`config.mk`:
```
export PLATFORM = sky130hd
export DESIGN_NAME = colwin_smoother
export DESIGN_NICKNAME = d
export VERILOG_FILES = /design/src/rtl/colwin_pkg.sv /design/src/rtl/colwin_ring.sv /design/src/rtl/colwin_kernel.sv /design/src/rtl/colwin_smoother.sv
export SDC_FILE = /design/constraint.sdc
export NUM_CORES = 1
export LEC_CHECK = 0
export BUFFER_PORTS_ARGS = -buffer_cell sky130_fd_sc_hd__buf_2
export CAP_MARGIN = 20
export CORE_AREA = 2 2 178 180
export CTS_BUF_LIST = sky130_fd_sc_hd__clkbuf_8 sky130_fd_sc_hd__clkbuf_16
export DETAILED_ROUTE_END_ITERATION = 16
export DIE_AREA = 0 0 180 182
export PLACE_DENSITY = 0.74
export SLEW_MARGIN = 20
export SYNTH_ARGS = -nofsm -noshare
export SYNTH_HDL_FRONTEND = slang
export SYNTH_HIERARCHICAL = 1
export SYNTH_SLANG_ARGS = --single-unit
```
`constraint.sdc`:
```
create_clock -name clk -period 12.7 [get_ports clk]
set_clock_uncertainty 0.15 [all_clocks]
set_input_delay 2.54 -clock clk [delete_from_list [all_inputs] [get_ports clk]]
set_output_delay 2.54 -clock clk [all_outputs]
set_load 0.03 [all_outputs]
```
`src/rtl/colwin_pkg.sv`:
```
package colwin_pkg;

    typedef enum logic [1:0] {
        ST_IDLE  = 2'd0,
        ST_PRIME = 2'd1,
        ST_SLIDE = 2'd2,
        ST_DRAIN = 2'd3
    } seq_state_t;

    // kernel select codes
    localparam logic KER_AVG   = 1'b0;
    localparam logic KER_BINOM = 1'b1;

endpackage

```
`src/rtl/colwin_ring.sv`:
```
module colwin_ring #(
    parameter int PIX_W = 10,
    localparam int COLV_W = 3 * PIX_W
) (
    input  logic              clk,
    input  logic              rst_n,
    input  logic              wr_en,
    input  logic [COLV_W-1:0] wr_col,
    output logic [COLV_W-1:0] col_old,
    output logic [COLV_W-1:0] col_ctr,
    output logic [COLV_W-1:0] col_new
);

    logic [1:0]        ptr;
    logic [COLV_W-1:0] slot [3];

    function automatic logic [1:0] nxt3(input logic [1:0] v);
        return (v == 2'd2) ? 2'd0 : v + 2'd1;
    endfunction

    // ptr always marks the slot of the oldest column
    always_ff @(posedge clk or negedge rst_n) begin
        if (!rst_n) begin
            ptr <= 2'd0;
        end else if (wr_en) begin
            ptr <= nxt3(ptr);
        end
    end

    always_ff @(posedge clk or negedge rst_n) begin
        if (!rst_n) begin
            for (int i = 0; i < 3; i++) slot[i] <= '0;
        end else if (wr_en) begin
            for (int i = 0; i < 3; i++) begin
                if (ptr == 2'(i)) slot[i] <= wr_col;
            end
        end
    end

    always_comb begin
        unique case (ptr)
            2'd0:    begin col_old = slot[0]; col_ctr = slot[1]; col_new = slot[2]; end
            2'd1:    begin col_old = slot[1]; col_ctr = slot[2]; col_new = slot[0]; end
            default: begin col_old = slot[2]; col_ctr = slot[0]; col_new = slot[1]; end
        endcase
    end

    // a read leaves the two slots that are not oldest untouched
    for (genvar gi = 0; gi < 3; gi++) begin : g_slot_chk
        a_r4_untouched_slot: assert property (@(posedge clk) disable iff (!rst_n)
            (wr_en && ptr != 2'(gi)) |=> $stable(slot[gi]));
    end

    a_r4_ptr_idle_hold: assert property (@(posedge clk) disable iff (!rst_n)
        !wr_en |=> $stable(ptr));

endmodule

```
`src/rtl/colwin_kernel.sv`:
```
module colwin_kernel #(
    parameter int PIX_W = 10,
    localparam int COLV_W = 3 * PIX_W
) (
    input  logic [COLV_W-1:0] col_old,
    input  logic [COLV_W-1:0] col_ctr,
    input  logic [COLV_W-1:0] col_new,
    input  logic              use_binom,
    output logic [PIX_W-1:0]  px
);

    localparam int SUM_W  = PIX_W + 4;
    localparam int FRAC   = PIX_W + 8;
    localparam int RECIP  = ((1 << FRAC) + 8) / 9;   // ceil(2^FRAC / 9)
    localparam int PROD_W = SUM_W + FRAC + 2;
    localparam int MAXV   = (1 << PIX_W) - 1;

    logic [SUM_W-1:0]  corners, edges, centre, plain, weighted;
    logic [PROD_W-1:0] avg_prod, avg_q, bin_q, pick;

    function automatic logic [SUM_W-1:0] ext(input logic [PIX_W-1:0] v);
        return SUM_W'(v);
    endfunction

    always_comb begin
        corners  = ext(col_old[3*PIX_W-1:2*PIX_W]) + ext(col_old[PIX_W-1:0])
                 + ext(col_new[3*PIX_W-1:2*PIX_W]) + ext(col_new[PIX_W-1:0]);
        edges    = ext(col_old[2*PIX_W-1:PIX_W]) + ext(col_new[2*PIX_W-1:PIX_W])
                 + ext(col_ctr[3*PIX_W-1:2*PIX_W]) + ext(col_ctr[PIX_W-1:0]);
        centre   = ext(col_ctr[2*PIX_W-1:PIX_W]);
        plain    = corners + edges + centre;
        weighted = corners + (edges << 1) + (centre << 2) + SUM_W'(8);
        avg_prod = PROD_W'(plain + SUM_W'(4)) * PROD_W'(RECIP);
        avg_q    = avg_prod >> FRAC;
        bin_q    = PROD_W'(weighted >> 4);
        pick     = use_binom ? bin_q : avg_q;
        px       = (pick > PROD_W'(MAXV)) ? PIX_W'(MAXV) : pick[PIX_W-1:0];
    end

endmodule

```
`src/rtl/colwin_smoother.sv`:
```
module colwin_smoother
    import colwin_pkg::*;
#(
    parameter int ROWS  = 480,
    parameter int COLS  = 640,
    parameter int PIX_W = 10,
    localparam int ROW_W = $clog2(ROWS),
    localparam int COL_W = $clog2(COLS)
) (
    input  logic             clk,
    input  logic             rst_n,
    input  logic             start,
    input  logic             kern_sel,
    input  logic [PIX_W-1:0] px_top,
    input  logic [PIX_W-1:0] px_mid,
    input  logic [PIX_W-1:0] px_bot,
    output logic             rd_en,
    output logic [ROW_W-1:0] rd_band,
    output logic [COL_W-1:0] rd_col,
    output logic             busy,
    output logic             out_vld,
    output logic [PIX_W-1:0] out_px,
    output logic [ROW_W-1:0] out_row,
    output logic [COL_W-1:0] out_col,
    output logic             done
);

    localparam int COLV_W = 3 * PIX_W;
    localparam logic [COL_W-1:0] LAST_C = COL_W'(COLS - 1);
    localparam logic [ROW_W-1:0] LAST_B = ROW_W'(ROWS - 3);
    localparam logic [COL_W-1:0] PRIME_END = COL_W'(2);

    seq_state_t state_q, state_d;
    logic [COL_W-1:0] col_q;
    logic [ROW_W-1:0] band_q;
    logic             ksel_q;
    logic             win_rdy_q, win_k_q;
    logic [ROW_W-1:0] cen_row_q;
    logic [COL_W-1:0] cen_col_q;
    logic [COLV_W-1:0] c_old, c_ctr, c_new;
    logic [PIX_W-1:0] k_px;
    logic             last_col;

    assign rd_en    = (state_q == ST_PRIME) || (state_q == ST_SLIDE);
    assign busy     = (state_q != ST_IDLE);
    assign rd_band  = band_q;
    assign rd_col   = col_q;
    assign last_col = (col_q == LAST_C);

    // state register
    always_ff @(posedge clk or negedge rst_n) begin
        if (!rst_n) state_q <= ST_IDLE;
        else        state_q <= state_d;
    end

    always_comb begin
        state_d = state_q;
        unique case (state_q)
            ST_IDLE:  if (start) state_d = ST_PRIME;
            ST_PRIME, ST_SLIDE: begin
                if (last_col)                    state_d = (band_q == LAST_B) ? ST_DRAIN : ST_PRIME;
                else if (col_q == PRIME_END)     state_d = ST_SLIDE;
            end
            ST_DRAIN: state_d = ST_IDLE;
            default:  state_d = ST_IDLE;
        endcase
    end

    // address counters, kernel latch and window-ready pipeline
    always_ff @(posedge clk or negedge rst_n) begin
        if (!rst_n) begin
            col_q     <= '0;
            band_q    <= '0;
            ksel_q    <= KER_AVG;
            win_rdy_q <= 1'b0;
            win_k_q   <= KER_AVG;
            cen_row_q <= '0;
            cen_col_q <= '0;
        end else begin
            if (state_q == ST_IDLE && start) begin
                col_q  <= '0;
                band_q <= '0;
            end else if (rd_en) begin
                if (last_col) begin
                    col_q <= '0;
                    if (band_q != LAST_B) band_q <= band_q + ROW_W'(1);
                end else begin
                    col_q <= col_q + COL_W'(1);
                end
            end
            if (rd_en && col_q == '0) ksel_q <= kern_sel;
            win_rdy_q <= rd_en && (col_q >= PRIME_END);
            win_k_q   <= ksel_q;
            cen_row_q <= band_q + ROW_W'(1);
            cen_col_q <= col_q - COL_W'(1);
        end
    end

    colwin_ring #(.PIX_W(PIX_W)) u_ring (
        .clk     (clk),
        .rst_n   (rst_n),
        .wr_en   (rd_en),
        .wr_col  ({px_top, px_mid, px_bot}),
        .col_old (c_old),
        .col_ctr (c_ctr),
        .col_new (c_new)
    );

    colwin_kernel #(.PIX_W(PIX_W)) u_kernel (
        .col_old   (c_old),
        .col_ctr   (c_ctr),
        .col_new   (c_new),
        .use_binom (win_k_q),
        .px        (k_px)
    );

    // outputs
    always_ff @(posedge clk or negedge rst_n) begin
        if (!rst_n) begin
            out_vld <= 1'b0;
            out_px  <= '0;
            out_row <= '0;
            out_col <= '0;
            done    <= 1'b0;
        end else begin
            out_vld <= win_rdy_q;
            if (win_rdy_q) begin
                out_px  <= k_px;
                out_row <= cen_row_q;
                out_col <= cen_col_q;
            end
            done <= (state_q == ST_DRAIN);
        end
    end

    a_r2_addr_range: assert property (@(posedge clk) disable iff (!rst_n)
        rd_en |-> (rd_col <= LAST_C && rd_band <= LAST_B));

    a_r2_col_step: assert property (@(posedge clk) disable iff (!rst_n)
        (rd_en && rd_col != LAST_C) |=> (rd_en && rd_col == $past(rd_col) + COL_W'(1)));

    a_r3_result_follows_read: assert property (@(posedge clk) disable iff (!rst_n)
        out_vld |-> $past(rd_en, 2));

    a_r7_centre_inside: assert property (@(posedge clk) disable iff (!rst_n)
        out_vld |-> (out_row >= ROW_W'(1) && out_row <= ROW_W'(ROWS - 2)
                     && out_col >= COL_W'(1) && out_col <= COL_W'(COLS - 2)));

    a_r8_kernel_hold: assert property (@(posedge clk) disable iff (!rst_n)
        (rd_en && rd_col != '0) |=> $stable(ksel_q));

    a_r9_done_idle: assert property (@(posedge clk) disable iff (!rst_n)
        done |-> !busy);

endmodule

```
==> results.ini, run 1 <==
[timing]
setup_viol=0
worst_pin_slew_ns=1.00
rsz0062_at_grt=false
fmax_mhz=84.6
finalCritPeriodShare_pct=93.1
slew_headroom_pct=32.8
whs_ns=0.226
timing.setup.tns_ns=0
period_needed_ns=11.82
finalHoldViolCount=0
final_max_slew_viol_count=0

[job]
maxCapViolations=0

[logic_synthesis]
synth-async-reset-ratio_pct=100
ys_warn_count=6
postSynthRegisterBits=166
seq_area_frac_synth_pct=27.3
synth_cells=1537
synthFlopType=dfrtp_1
ys_types=86
synth_edf_count=0
syn_area_um2=15200
synth.avg_cell_area_um2=9.89

[floorplanning]
die-height_um=182
coreArea_um2=31000
dieArea_um2=32800
io-pin-count=86
die-width_um=180
rows=65
initial_core_util_pct=49.1

[detailed_routing]
dr.pass1.iters=5
wl_met2_um=16600
wire_per_inst_um=16.9
top_layer_used=met4
drt_iter0_drc=628
met1_length_um=15000
routed_via_density=5.50
vias=11100
met3_length_um=1210
route.detailed.drc=0
drtAntennaViolNets=0
wl_um=33900

[critical_path]
path_common_cell=fa_1
cp_num_buf_inv=7
cp.arrival_ns=11.99
slowest_delay_ns=0.94
end_kind=flip-flop
path_delay_family=adder cells
start_kind=flip-flop
path_max_fanout=98
worstPathRequired_ns=12.87
cp_slowest_cell=dfrtp_4
worstSetupPathType=flip-flop to flip-flop

[clocking]
clock-sinks=166
cts_tree=done
cts_resized=0
numCtsBuffers=17
clk_latency_ns=0.43
clockBufferDepth=2
cts_root_buf=clkbuf_16
h-tree-depth=4
clk_pin_slew_worst_paths_ns=0.07

[placement]
place.port_buffers=85
place_congestion=0.871
dp_hpwl_um=26000

[global_routing]
grt_overflow=0
grt_max_degree=99
antenna_found_initial=0
grt_util_all_layers_pct=21.2
grt_pass1_wl_um=56100
grt_pass1_vias=11200

[outcome]
outcome=complete, no violations

[final_layout]
final_nets=1870
area_growth_pct=8.70
fill_cells=2725
seqCellArea_um2=4160
drive_gt1_share_pct=17.3
multiInputGateArea_um2=9750
num_antenna_cells=0

[min_path]
hp-class=flip-flop to flip-flop

final timing paths:
path	endpoint	slack, ns	from	cells after the start
max in group asynchronous	cen_row_q[7]	8.89	rst_n	2
worst max register to register	out_px[7]	0.88	u_ring/ptr[1]	41
min in group asynchronous	u_ring/slot[5]	2.03	rst_n	1
worst min-delay path	win_k_q	0.23	ksel_q	0
worst max-delay path	out_px[7]	0.88	u_ring/ptr[1]	41
worst min register to register	win_k_q	0.23	ksel_q	0
registers in the layout, indices dropped and copies added (netlist names), 9 cells and up:
| signal | flops |
|---|---|
| u_ring/slot | 90 |
| out_col | 10 |
| out_px | 10 |
| cen_row_q | 9 |
| out_row | 9 |
| rd_band | 9 |
| cen_col_q | 10 |
| rd_col | 10 |
stage by stage:
step	area, um^2	setup slack, ns	util, %	std cells
floorplan	15200	1.81	-	1541
global placement	15900	1.12	51.2	1977
detailed placement	15900	0.840	51.2	1977
CTS	16500	0.765	53.2	2009
global route	16500	0.155	53.3	2011
finish	16500	0.882	53.3	2011
synth_stat cells (5+ instances only):
cell | number | share of area [%]
buf_2 | 8 | 0.26
nand2_1 | 117 | 2.9
or3_1 | 7 | 0.29
mux2_2 | 112 | 8.3
nand4_1 | 8 | 0.33
xor2_1 | 36 | 2.1
ha_1 | 143 | 12
a2bb2oi_1 | 10 | 0.58
clkbuf_1 | 31 | 0.77
buf_6 | 14 | 1.0
nand3_1 | 18 | 0.59
nand2b_1 | 7 | 0.29
fa_1 | 97 | 13
nor4_1 | 5 | 0.21
a21oi_1 | 59 | 1.9
inv_1 | 257 | 6.3
o31ai_1 | 5 | 0.25
nor3_1 | 10 | 0.33
or2_2 | 6 | 0.25
and3_1 | 7 | 0.29
mux2i_1 | 92 | 6.1
dfrtp_1 | 166 | 27
mux2_1 | 8 | 0.59
o21ai_0 | 111 | 3.7
xnor2_1 | 42 | 2.4
a21o_1 | 20 | 0.99
o21bai_1 | 10 | 0.49
nor2_1 | 35 | 0.86
buf_4 | 5 | 0.25
layer usage:
layer	GRT usage, %	up-vias
met5	0	-
met2	35.9	245
li1	-	5287
met4	8.59	0
met3	2.91	70
met1	27.4	5451
kinds of logic after synthesis:
kind of cell             count (synthesis)  synth area share [%]
adder cells (fa/ha/maj)                240                  24.5
AND/OR/NAND/NOR                        257                  8.64
XOR/XNOR                                83                  5.03
flip-flops                             166                  27.3
multiplexers                           212                  14.9
other                                    1                0.0247
AO/OA/AOI/OAI                          262                  10.8
buffers and inverters                  316                  8.68
final cells by class:
class	instances	area share (%)
multi-input combinational	1059	59.0
inverter	258	5.86
tap	402	3.04
sequential	166	25.2
clock inverter	14	1.07
clock buffer	18	2.66
timing repair buffer	94	3.20
cell usage in the layout (no fill, tap or decap), types with 6 or more instances in the layout:
cell type / netlist / layout
xor2_1: 36 / 36
mux2_2: 112 / 112
o21bai_1: 10 / 10
nand3_1: 18 / 18
buf_4: 5 / 6
inv_1: 257 / 259
dfrtp_1: 166 / 164
a2bb2oi_1: 10 / 10
ha_1: 143 / 143
nand2_1: 117 / 117
nand4_1: 8 / 8
a21o_1: 20 / 20
o21ai_0: 111 / 111
mux2_1: 8 / 8
mux2i_1: 92 / 92
xnor2_1: 42 / 42
and3_1: 7 / 7
or2_2: 6 / 6
nor3_1: 10 / 9
fa_1: 97 / 97
buf_2: 8 / 84
a21oi_1: 59 / 59
clkbuf_16: 0 / 17
or3_1: 7 / 7
nand2b_1: 7 / 7
nor2_1: 35 / 35
repair_timing:
item / in CTS / in global routing
setup buffers: 0 / 1
hold buffers: 0 / 0
setup endpoints to repair: 0 / 10
Power of run 1 is left out: the tool's default activity adds up to more than one toggle a clock period on the data nets, which glitch-free logic cannot reach.
==> inputs of run 2 (changes only) <==
--- a/config.mk
+++ b/config.mk
@@ -11,7 +11,7 @@
 export CTS_BUF_LIST = sky130_fd_sc_hd__clkbuf_8 sky130_fd_sc_hd__clkbuf_16
 export DETAILED_ROUTE_END_ITERATION = 16
 export DIE_AREA = 0 0 180 182
-export PLACE_DENSITY = 0.74
+export PLACE_DENSITY = 0.7
 export SLEW_MARGIN = 20
 export SYNTH_ARGS = -nofsm -noshare
 export SYNTH_HDL_FRONTEND = slang
==> run 2 against run 1 <==
  * Count of clock-buffer cells in the layout stayed put
  * Critical path depth unchanged
  * Worst hold slack worse by 0.0083 ns
  * Largest cell class unchanged
==> results.ini, run 2 (synthesis results as in run 1) <==
[clocking]
clk_pin_slew_worst_paths_ns=0.06  ; was 0.07 ns
h-tree-depth=4  ; unchanged
clockBufferDepth=2  ; unchanged
cts_resized=0  ; unchanged
clock-sinks=166  ; unchanged
clk_latency_ns=0.44  ; was 0.43 ns
cts_root_buf=clkbuf_16  ; unchanged
cts_tree=done  ; unchanged
numCtsBuffers=17  ; unchanged

[critical_path]
start_kind=flip-flop  ; unchanged
worstReg2RegStart=u_ring/ptr[1]  ; unchanged
end_kind=flip-flop  ; unchanged
cp_slowest_cell=dfrtp_4  ; unchanged
worstSetupPathType=flip-flop to flip-flop  ; unchanged
cp.arrival_ns=11.94  ; was 11.99 ns
cp_num_buf_inv=6  ; was 7
path_delay_family=adder cells  ; unchanged
path_common_cell=fa_1  ; unchanged
path_max_fanout=60  ; was 98
startpoint=u_ring/ptr[1]  ; unchanged
slowest_delay_ns=0.72  ; was 0.94 ns
worstPathRequired_ns=12.87  ; about the same

[job]
maxCapViolations=0  ; unchanged

[timing]
setup_viol=0  ; unchanged
worst_pin_slew_ns=1.13  ; was 1.00 ns
slew_headroom_pct=23.9  ; was 32.8%
final_max_slew_viol_count=0  ; unchanged
period_needed_ns=11.77  ; was 11.82 ns
timing.setup.tns_ns=0  ; unchanged
finalCritPeriodShare_pct=92.6  ; was 93.1%
fmax_mhz=85.0  ; was 84.6 MHz
rsz0062_at_grt=false  ; unchanged
finalHoldViolCount=0  ; unchanged

[final_layout]
fill_cells=2790  ; was 2725
largest_reg_flops=90  ; unchanged
final_common_cell=inv_1  ; unchanged
layout_common_cells=inv_1, dfrtp_1, ha_1, nand2_1, mux2_2  ; unchanged
num_antenna_cells=0  ; unchanged
drive_gt1_share_pct=17.3  ; about the same
area_growth_pct=8.45  ; was 8.70%
largest-register=u_ring/slot  ; unchanged
final_nets=1870  ; unchanged

[min_path]
min_from=ksel_q  ; unchanged
hp-class=flip-flop to flip-flop  ; unchanged

[floorplanning]
die-height_um=182  ; unchanged
initial_core_util_pct=49.1  ; unchanged
coreArea_um2=31000  ; unchanged
rows=65  ; unchanged
die-width_um=180  ; unchanged
dieArea_um2=32800  ; unchanged
io-pin-count=86  ; unchanged

[detailed_routing]
vias=10800  ; was 11.1k
wl_um=34100  ; was 33900 um
drt_iter0_drc=545  ; was 628
dr.pass1.iters=5  ; unchanged
drtAntennaViolNets=0  ; unchanged
routed_via_density=5.38  ; was 5.50
wire_per_inst_um=17.0  ; was 16.9 um
route.detailed.drc=0  ; unchanged

[global_routing]
antenna_found_initial=1  ; was 0
grt_util_all_layers_pct=21.4  ; was 21.2%
grt_max_degree=96  ; was 99
grt_pass1_wl_um=56700  ; was 56100 um
grt_overflow=0  ; unchanged
grt_pass1_vias=11300  ; was 11.2k

[outcome]
outcome=complete, no violations  ; unchanged

[placement]
place_congestion=0.880  ; was 0.871
place.port_buffers=85  ; unchanged
dp_hpwl_um=26100  ; was 26000 um

run 2: cell types whose count changed in the layout (fill, tap and decap cells not counted):
cell / before / now
buf_4: 6 / 7
buf_6: 2 / 1
bufinv_16: 3 / 2
clkinv_2: 0 / 1
clkinv_4: 4 / 3
inv_1: 259 / 258
inv_6: 2 / 3
nor3_1: 9 / 10
nor3_2: 1 / 0
run 2: what timing repair did:
item,in CTS,in global routing
setup buffers,0,2
hold buffers,0,0
endpoints found under the setup margin,0,10
hold endpoints to repair,0,0
run 2: through the flow:
stage          hold slack [ns]  util [%]  std cells  area [um^2]  setup slack [ns]
6_report                 0.217      53.2       2010        16500             0.935
5_1_grt                  0.233      53.2       2010        16500             0.211
4_1_cts                  0.214      53.1       2008        16400             0.741
3_5_place_dp             0.204      51.2       1977        15900             0.802
3_3_place_gp             0.205      51.2       1977        15900              1.02
2_1_floorplan            0.197         -       1541        15200              1.81
run 2: path summary, 6_finish.rpt:
| kind | endpoint | slack, ns | depth (start not counted) |
|---|---|---|---|
| setup / recovery | out_px[1] | 0.93 | 41 |
| hold / removal | win_k_q | 0.22 | 0 |
| setup reg to reg | out_px[1] | 0.93 | 41 |
| hold reg to reg | win_k_q | 0.22 | 0 |
| max in group asynchronous | rd_col[9] | 8.90 | 2 |
| min in group asynchronous | u_ring/slot[6] | 2.04 | 1 |
run 2: cell type report:
cell class | instances | area [um^2] | area share [%]
multi-input cells | 1059 | 9740 | 59.1
flip-flops and latches | 166 | 4160 | 25.2
inverters | 258 | 968 | 5.87
repair buffers | 94 | 524 | 3.18
well taps | 402 | 503 | 3.05
clock buffers | 18 | 439 | 2.66
clock inverters | 13 | 148 | 0.896
run 2: routing by layer:
metal,vias to the layer above,GRT usage [%],share of wire (%)
li1,5284,-,-
met1,5331,27.5,46
met2,161,37.9,50
met3,43,2.79,2.8
met4,2,6.02,1.8
met5,-,0,0.038
Power of run 2 is left out for the same reason.
